--- config.mk ---
export PLATFORM = sky130hd
export DESIGN_NAME = gpio_irq_style_unit
export DESIGN_NICKNAME = d
export VERILOG_FILES = /design/src/rtl/gpio_style_pkg.sv /design/src/rtl/gpio_in_sync.sv /design/src/rtl/gpio_style_det.sv /design/src/rtl/gpio_cfg_regs.sv /design/src/rtl/gpio_pend.sv /design/src/rtl/gpio_irq_style_unit.sv
export SDC_FILE = /design/constraint.sdc
export NUM_CORES = 1
export LEC_CHECK = 0
export BUFFER_PORTS_ARGS = -buffer_cell sky130_fd_sc_hd__buf_2
export CAP_MARGIN = 0
export CORE_MARGIN = 5
export CORE_UTILIZATION = 56
export CTS_CLUSTER_DIAMETER = 120
export DETAILED_ROUTE_END_ITERATION = 16
export PLACE_DENSITY = 0.79
export RECOVER_POWER = 25
export SKIP_CTS_REPAIR_TIMING = 1
export SYNTH_ARGS = -nofsm -noshare
export SYNTH_HDL_FRONTEND = slang
export SYNTH_SLANG_ARGS = --single-unit
export TNS_END_PERCENT = 10
--- constraint.sdc ---
create_clock -name clk -period 6.16 [get_ports clk]
set_input_delay 0.308 -clock clk [delete_from_list [all_inputs] [get_ports clk]]
set_output_delay 0.308 -clock clk [all_outputs]
set_load 0.005 [all_outputs]
--- src/rtl/gpio_style_pkg.sv ---
package gpio_style_pkg;
  localparam int BUS_AW = 3;

  localparam logic [BUS_AW-1:0] A_DIR  = 3'd0;
  localparam logic [BUS_AW-1:0] A_DOUT = 3'd1;
  localparam logic [BUS_AW-1:0] A_DIN  = 3'd2;
  localparam logic [BUS_AW-1:0] A_STY0 = 3'd3;
  localparam logic [BUS_AW-1:0] A_STY1 = 3'd4;
  localparam logic [BUS_AW-1:0] A_STAT = 3'd5;

  localparam logic [2:0] STY_HIGH = 3'd0;
  localparam logic [2:0] STY_LOW  = 3'd1;
  localparam logic [2:0] STY_RISE = 3'd2;
  localparam logic [2:0] STY_FALL = 3'd3;
  localparam logic [2:0] STY_BOTH = 3'd4;
endpackage

--- src/rtl/gpio_in_sync.sv ---
module gpio_in_sync #(
  parameter int W = 16
) (
  input  logic         clk,
  input  logic         rst_n,
  input  logic [W-1:0] pad_in,
  output logic [W-1:0] lvl_cur,
  output logic [W-1:0] lvl_prev
);
  logic [W-1:0] meta_q;

  // Two synchronising stages, then one delay stage for edge compare.
  always_ff @(posedge clk or negedge rst_n) begin
    if (!rst_n) begin
      meta_q   <= '0;
      lvl_cur  <= '0;
      lvl_prev <= '0;
    end else begin
      meta_q   <= pad_in;
      lvl_cur  <= meta_q;
      lvl_prev <= lvl_cur;
    end
  end
endmodule

--- src/rtl/gpio_style_det.sv ---
module gpio_style_det
  import gpio_style_pkg::*;
#(
  parameter int NPINS   = 16,
  parameter int STYLE_W = 3
) (
  input  logic [NPINS*STYLE_W-1:0] style_flat,
  input  logic [NPINS-1:0]         lvl_cur,
  input  logic [NPINS-1:0]         lvl_prev,
  output logic [NPINS-1:0]         hit
);
  for (genvar i = 0; i < NPINS; i++) begin : g_line
    logic [STYLE_W-1:0] sty;
    logic               hit_b;
    assign sty = style_flat[i*STYLE_W +: STYLE_W];

    always_comb begin
      case (sty)
        STY_HIGH: hit_b = lvl_cur[i];
        STY_LOW:  hit_b = !lvl_cur[i];
        STY_RISE: hit_b = lvl_cur[i] && !lvl_prev[i];
        STY_FALL: hit_b = !lvl_cur[i] && lvl_prev[i];
        STY_BOTH: hit_b = lvl_cur[i] ^ lvl_prev[i];
        default:  hit_b = 1'b0;
      endcase
    end
    assign hit[i] = hit_b;
  end
endmodule

--- src/rtl/gpio_cfg_regs.sv ---
module gpio_cfg_regs
  import gpio_style_pkg::*;
#(
  parameter int NPINS      = 16,
  parameter int STYLE_W    = 3,
  parameter int FIELD_BITS = (NPINS / 2) * STYLE_W
) (
  input  logic                     clk,
  input  logic                     rst_n,
  input  logic                     wr,
  input  logic [BUS_AW-1:0]        addr,
  input  logic [FIELD_BITS-1:0]    wdata,
  output logic [NPINS-1:0]         dir_q,
  output logic [NPINS-1:0]         dout_q,
  output logic [NPINS*STYLE_W-1:0] style_q
);
  logic [NPINS-1:0]         dir_d, dout_d;
  logic [NPINS*STYLE_W-1:0] style_d;
  logic                     dir_en, dout_en, sty0_en, sty1_en;

  assign dir_en  = wr && (addr == A_DIR);
  assign dout_en = wr && (addr == A_DOUT);
  assign sty0_en = wr && (addr == A_STY0);
  assign sty1_en = wr && (addr == A_STY1);

  always_comb begin
    dir_d   = dir_q;
    dout_d  = dout_q;
    style_d = style_q;
    if (dir_en)  dir_d  = wdata[NPINS-1:0];
    if (dout_en) dout_d = wdata[NPINS-1:0];
    if (sty0_en) style_d[FIELD_BITS-1:0] = wdata;
    if (sty1_en) style_d[2*FIELD_BITS-1:FIELD_BITS] = wdata;
  end

  always_ff @(posedge clk or negedge rst_n) begin
    if (!rst_n) begin
      dir_q   <= '1;
      dout_q  <= '0;
      style_q <= '1;
    end else begin
      dir_q   <= dir_d;
      dout_q  <= dout_d;
      style_q <= style_d;
    end
  end
endmodule

--- src/rtl/gpio_pend.sv ---
module gpio_pend
  import gpio_style_pkg::*;
#(
  parameter int NPINS = 16
) (
  input  logic              clk,
  input  logic              rst_n,
  input  logic              wr,
  input  logic [BUS_AW-1:0] addr,
  input  logic [NPINS-1:0]  wdata,
  input  logic [NPINS-1:0]  hit,
  output logic [NPINS-1:0]  pend_q
);
  logic [NPINS-1:0] clr, pend_d;

  assign clr = (wr && (addr == A_STAT)) ? wdata : '0;

  // A detection in the same cycle wins over a clear.
  always_comb pend_d = (pend_q & ~clr) | hit;

  always_ff @(posedge clk or negedge rst_n) begin
    if (!rst_n) pend_q <= '0;
    else        pend_q <= pend_d;
  end
endmodule

--- src/rtl/gpio_irq_style_unit.sv ---
module gpio_irq_style_unit
  import gpio_style_pkg::*;
#(
  parameter int NPINS   = 16,
  parameter int STYLE_W = 3,
  parameter int DATA_W  = 32
) (
  input  logic              clk,
  input  logic              rst_n,
  input  logic              bus_wr,
  input  logic [BUS_AW-1:0] bus_addr,
  input  logic [DATA_W-1:0] bus_wdata,
  output logic [DATA_W-1:0] bus_rdata,
  input  logic [NPINS-1:0]  pad_in,
  output logic [NPINS-1:0]  pad_out,
  output logic [NPINS-1:0]  pad_oe,
  output logic [NPINS-1:0]  irq
);
  localparam int HALF       = NPINS / 2;
  localparam int FIELD_BITS = HALF * STYLE_W;

  logic [1:0]               rst_pipe;
  logic                     rst_core_n;
  logic [NPINS-1:0]         lvl_cur, lvl_prev, det_hit, dir_q, dout_q;
  logic [NPINS*STYLE_W-1:0] style_flat;

  always_ff @(posedge clk or negedge rst_n) begin
    if (!rst_n) rst_pipe <= '0;
    else        rst_pipe <= {rst_pipe[0], 1'b1};
  end
  assign rst_core_n = rst_pipe[1];

  gpio_in_sync #(.W(NPINS)) u_sync (
    .clk(clk), .rst_n(rst_core_n), .pad_in(pad_in),
    .lvl_cur(lvl_cur), .lvl_prev(lvl_prev)
  );

  gpio_cfg_regs #(.NPINS(NPINS), .STYLE_W(STYLE_W), .FIELD_BITS(FIELD_BITS)) u_cfg (
    .clk(clk), .rst_n(rst_core_n), .wr(bus_wr), .addr(bus_addr),
    .wdata(bus_wdata[FIELD_BITS-1:0]),
    .dir_q(dir_q), .dout_q(dout_q), .style_q(style_flat)
  );

  gpio_style_det #(.NPINS(NPINS), .STYLE_W(STYLE_W)) u_det (
    .style_flat(style_flat), .lvl_cur(lvl_cur), .lvl_prev(lvl_prev), .hit(det_hit)
  );

  gpio_pend #(.NPINS(NPINS)) u_pend (
    .clk(clk), .rst_n(rst_core_n), .wr(bus_wr), .addr(bus_addr),
    .wdata(bus_wdata[NPINS-1:0]), .hit(det_hit), .pend_q(irq)
  );

  assign pad_out = dout_q;
  assign pad_oe  = ~dir_q;

  always_comb begin
    bus_rdata = '0;
    case (bus_addr)
      A_DIR:   bus_rdata[NPINS-1:0]      = dir_q;
      A_DOUT:  bus_rdata[NPINS-1:0]      = dout_q;
      A_DIN:   bus_rdata[NPINS-1:0]      = lvl_cur;
      A_STY0:  bus_rdata[FIELD_BITS-1:0] = style_flat[FIELD_BITS-1:0];
      A_STY1:  bus_rdata[FIELD_BITS-1:0] = style_flat[2*FIELD_BITS-1:FIELD_BITS];
      A_STAT:  bus_rdata[NPINS-1:0]      = irq;
      default: bus_rdata = '0;
    endcase
  end
endmodule

==> flow_metrics.py <==
metrics = {
    "timing": {
        "fin_crit_ps": 3280,
        "fmax_ghz": 0.305,
        "finalHoldViolCount": 0,
        "tightest_slew_ps": 2720,
        "rsz0062_at_grt": "false",
        "fin_skew_ps": 6.39,
        "slew_headroom": -0.815,
        "period_share": 0.533,
        "maxSlewViolCount": 70,
        "setup_violations": 0,
        "finalSetupTns_ps": 0,
    },
    "detailed_routing": {
        "antenna_left": 0,
        "wirelength_microns": 18000,
        "post_drt_wl_per_cell_microns": 19.6,
        "remaining_drc_errors": 0,
        "avgViaCountPerCell": 5.69,
        "drt_first_pass_iters": 5,
        "drt_iter0_drc": 452,
        "vias": 5235,
    },
    "cells_and_area": {
        "n_antenna_cell": 0,
        "area_growth_pct": 20.0,
        "drive_above_1_share": 0.397,
        "fillCellCount": 897,
        "final_nets": 821,
        "finish.instance_area_sq_um": 8600,
    },
    "clock_tree": {
        "cts-root-buf": "clkbuf_16",
        "cts-buffers-inserted": 17,
        "insertion_delay_ps": 430,
        "cts_tree": "built",
        "path_clk_slew_ps": 60,
        "cts_sinks": 146,
        "h-tree-depth": 4,
        "clk_path_buf_depth": 2,
    },
    "worst_setup_path": {
        "worst-path-buf-inv": 1,
        "end_kind": "async pin",
        "start_kind": "flip-flop",
        "crit_family": "flip-flops",
        "path_max_fanout": 76,
        "worstPathRequired_ps": 6580,
        "max_stage_delay_ps": 2190,
        "cp_cell_sequence": "buf_4",
        "path_class": "reg -> async",
        "slowest_stage": "dfrtp_1",
        "cp.arrival_ps": 3700,
    },
    "synth": {
        "yosysMostFrequentCell": "dfrtp_1",
        "ys_types": 41,
        "yosys.area.top_type": "dfrtp_1",
        "synth_top_cell_area_share": 0.286,
        "synth_cells": 605,
        "synth.avg_cell_area_sq_um": 11.8,
        "async_reset_ff_frac": 1.00,
        "synthesis.area_sq_um": 7170,
        "yosys_warnings": 0,
        "ys_seq_elements": 146,
        "synth_seq_area_share": 0.521,
        "synth_area_leaders": "dfrtp_1 29%, dfstp_2 23%, mux2_2 8.6%, ha_1 5.6%, mux2_4 4.2%",
        "synth_edf_count": 0,
        "synthTopCellsByCount": "82 x dfrtp_1, 64 x dfstp_2, 55 x mux2_2",
        "synthFlopType": "dfrtp_1",
    },
    "floorplanning": {
        "core_area_sq_um": 12600,
        "num_rows": 41,
        "die_y_microns": 123,
        "start_util": 0.570,
        "dieWidth_microns": 123,
        "io_pins": 134,
        "fp.dieArea_sq_um": 15200,
    },
    "pwr": {
        "ir_drop_mv": 0.260,
        "power_density_nw_per_um2": 341,
        "cellLeakagePower_nw": 3.93,
    },
    "run_status": {
        "status": "finished with violations",
        "violations": "capacitance limit, slew limit",
    },
    "global_route": {
        "antenna_found_initial": 0,
        "grt_overflow": 0,
        "track_usage": 0.247,
        "grt_max_degree": 77,
        "grt_pass1_vias": 5543,
        "grt_pass1_wl_microns": 28400,
    },
    "worst_hold_path": {
        "hold_class": "in -> reg",
    },
    "placed_design": {
        "portBuffers": 117,
        "postPlaceCellArea_sq_um": 7810,
        "gp_congestion": 0.848,
        "hpwlAfterDp_microns": 12100,
    },
    "flow_run": {
        "maxCapViolCount": 1,
    },
}
-- placed cells by master, fill, tap and decap left out, types with 3 or more instances in the layout --
| cell | instances |
|---|---|
| buf_2 | 115 |
| dfrtp_1 | 82 |
| dfstp_2 | 64 |
| mux2_2 | 55 |
| o21ai_0 | 53 |
| inv_1 | 49 |
| nand2_1 | 42 |
| ha_1 | 32 |
| a21oi_1 | 30 |
| mux2i_1 | 27 |
| nor2_1 | 24 |
| mux2_4 | 20 |
| a22oi_1 | 17 |
| clkbuf_16 | 17 |
| dlygate4sd3_1 | 17 |
| nor3b_1 | 16 |
| xor2_1 | 9 |
| conb_1 | 9 |
| a22o_1 | 8 |
| o22ai_1 | 7 |
| xnor2_1 | 6 |
| o221ai_1 | 5 |
| clkbuf_8 | 5 |
| buf_4 | 4 |
| bufinv_16 | 3 |
| clkinvlp_4 | 3 |
| clkinv_2 | 3 |
| clkbuf_1 | 3 |
-- power by group --
group / switching, mW / internal (mW) / total, mW
registers: 0.170 / 1.18 / 1.35
logic: 0.223 / 0.281 / 0.504
clock network: 0.393 / 0.688 / 1.08
total: 0.787 / 2.15 / 2.93
-- layout make-up --
cell class,count,area (sq um),area share
Tap cell,172,215,0.0250
Timing Repair Buffer,138,783,0.0911
Multi-Input combinational cell,383,3050,0.355
Sequential cell,146,3730,0.434
Inverter,49,184,0.0214
Clock inverter,9,128,0.0148
Clock buffer,23,498,0.0579
-- metal layers --
metal	global-route usage	part of all wire	wire (microns)
met4	0.112	0.027	493
met1	0.296	0.40	7210
met2	0.409	0.50	8930
met3	0.0782	0.076	1360
met5	0	0	0
-- worst paths after layout --
check                                      start                             to  slack [ps]  cells after the start
max reg2reg                rst_pipe[1]$_DFF_PN0_   u_sync.lvl_cur[12]$_DFF_PN0_        2880                      1
min                                bus_wdata[16]  u_cfg.style_q[16]$_DFFE_PN1P_         130                      2
min in group asynchronous                  rst_n          rst_pipe[0]$_DFF_PN0_         190                      2
max in group clk                     bus_addr[1]                   bus_rdata[5]        3360                      6
max                        rst_pipe[1]$_DFF_PN0_   u_sync.lvl_cur[12]$_DFF_PN0_        2880                      1
min reg2reg                rst_pipe[0]$_DFF_PN0_          rst_pipe[1]$_DFF_PN0_         350                      0
-- metrics by stage --
step           total power [mW]  hold slack, ps   util  worst slack, ps  cells
5_1_grt                    3.06             121  0.684             2240    920
3_5_place_dp               1.85            96.9  0.621             3430    871
3_3_place_gp               1.81            92.7  0.621             3460    871
2_1_floorplan              1.64            12.4      -             1900    612
4_1_cts                    2.94            -360  0.671             3440    903
6_report                   2.93             126  0.684             2880    920
-- kinds of logic after synthesis --
logic type / Yosys count / synth area share
AO/OA/AOI/OAI: 126 / 0.105
AND/OR/NAND/NOR: 96 / 0.0679
flip-flops: 146 / 0.521
XOR/XNOR: 15 / 0.0183
multiplexers: 105 / 0.174
buffers and inverters: 83 / 0.0571
adder cells (fa/ha/maj): 32 / 0.0559
other: 2 / 0.00105
-- registers in the layout, summed over array words and instances, names as in the netlist --
register	count
u_pend.pend_q	16
u_cfg.dir_q	16
rst_pipe	2
u_sync.lvl_prev	16
u_cfg.dout_q	16
u_sync.lvl_cur	16
u_sync.meta_q	16
u_cfg.style_q	48
(Power assumes the default switching activity.)
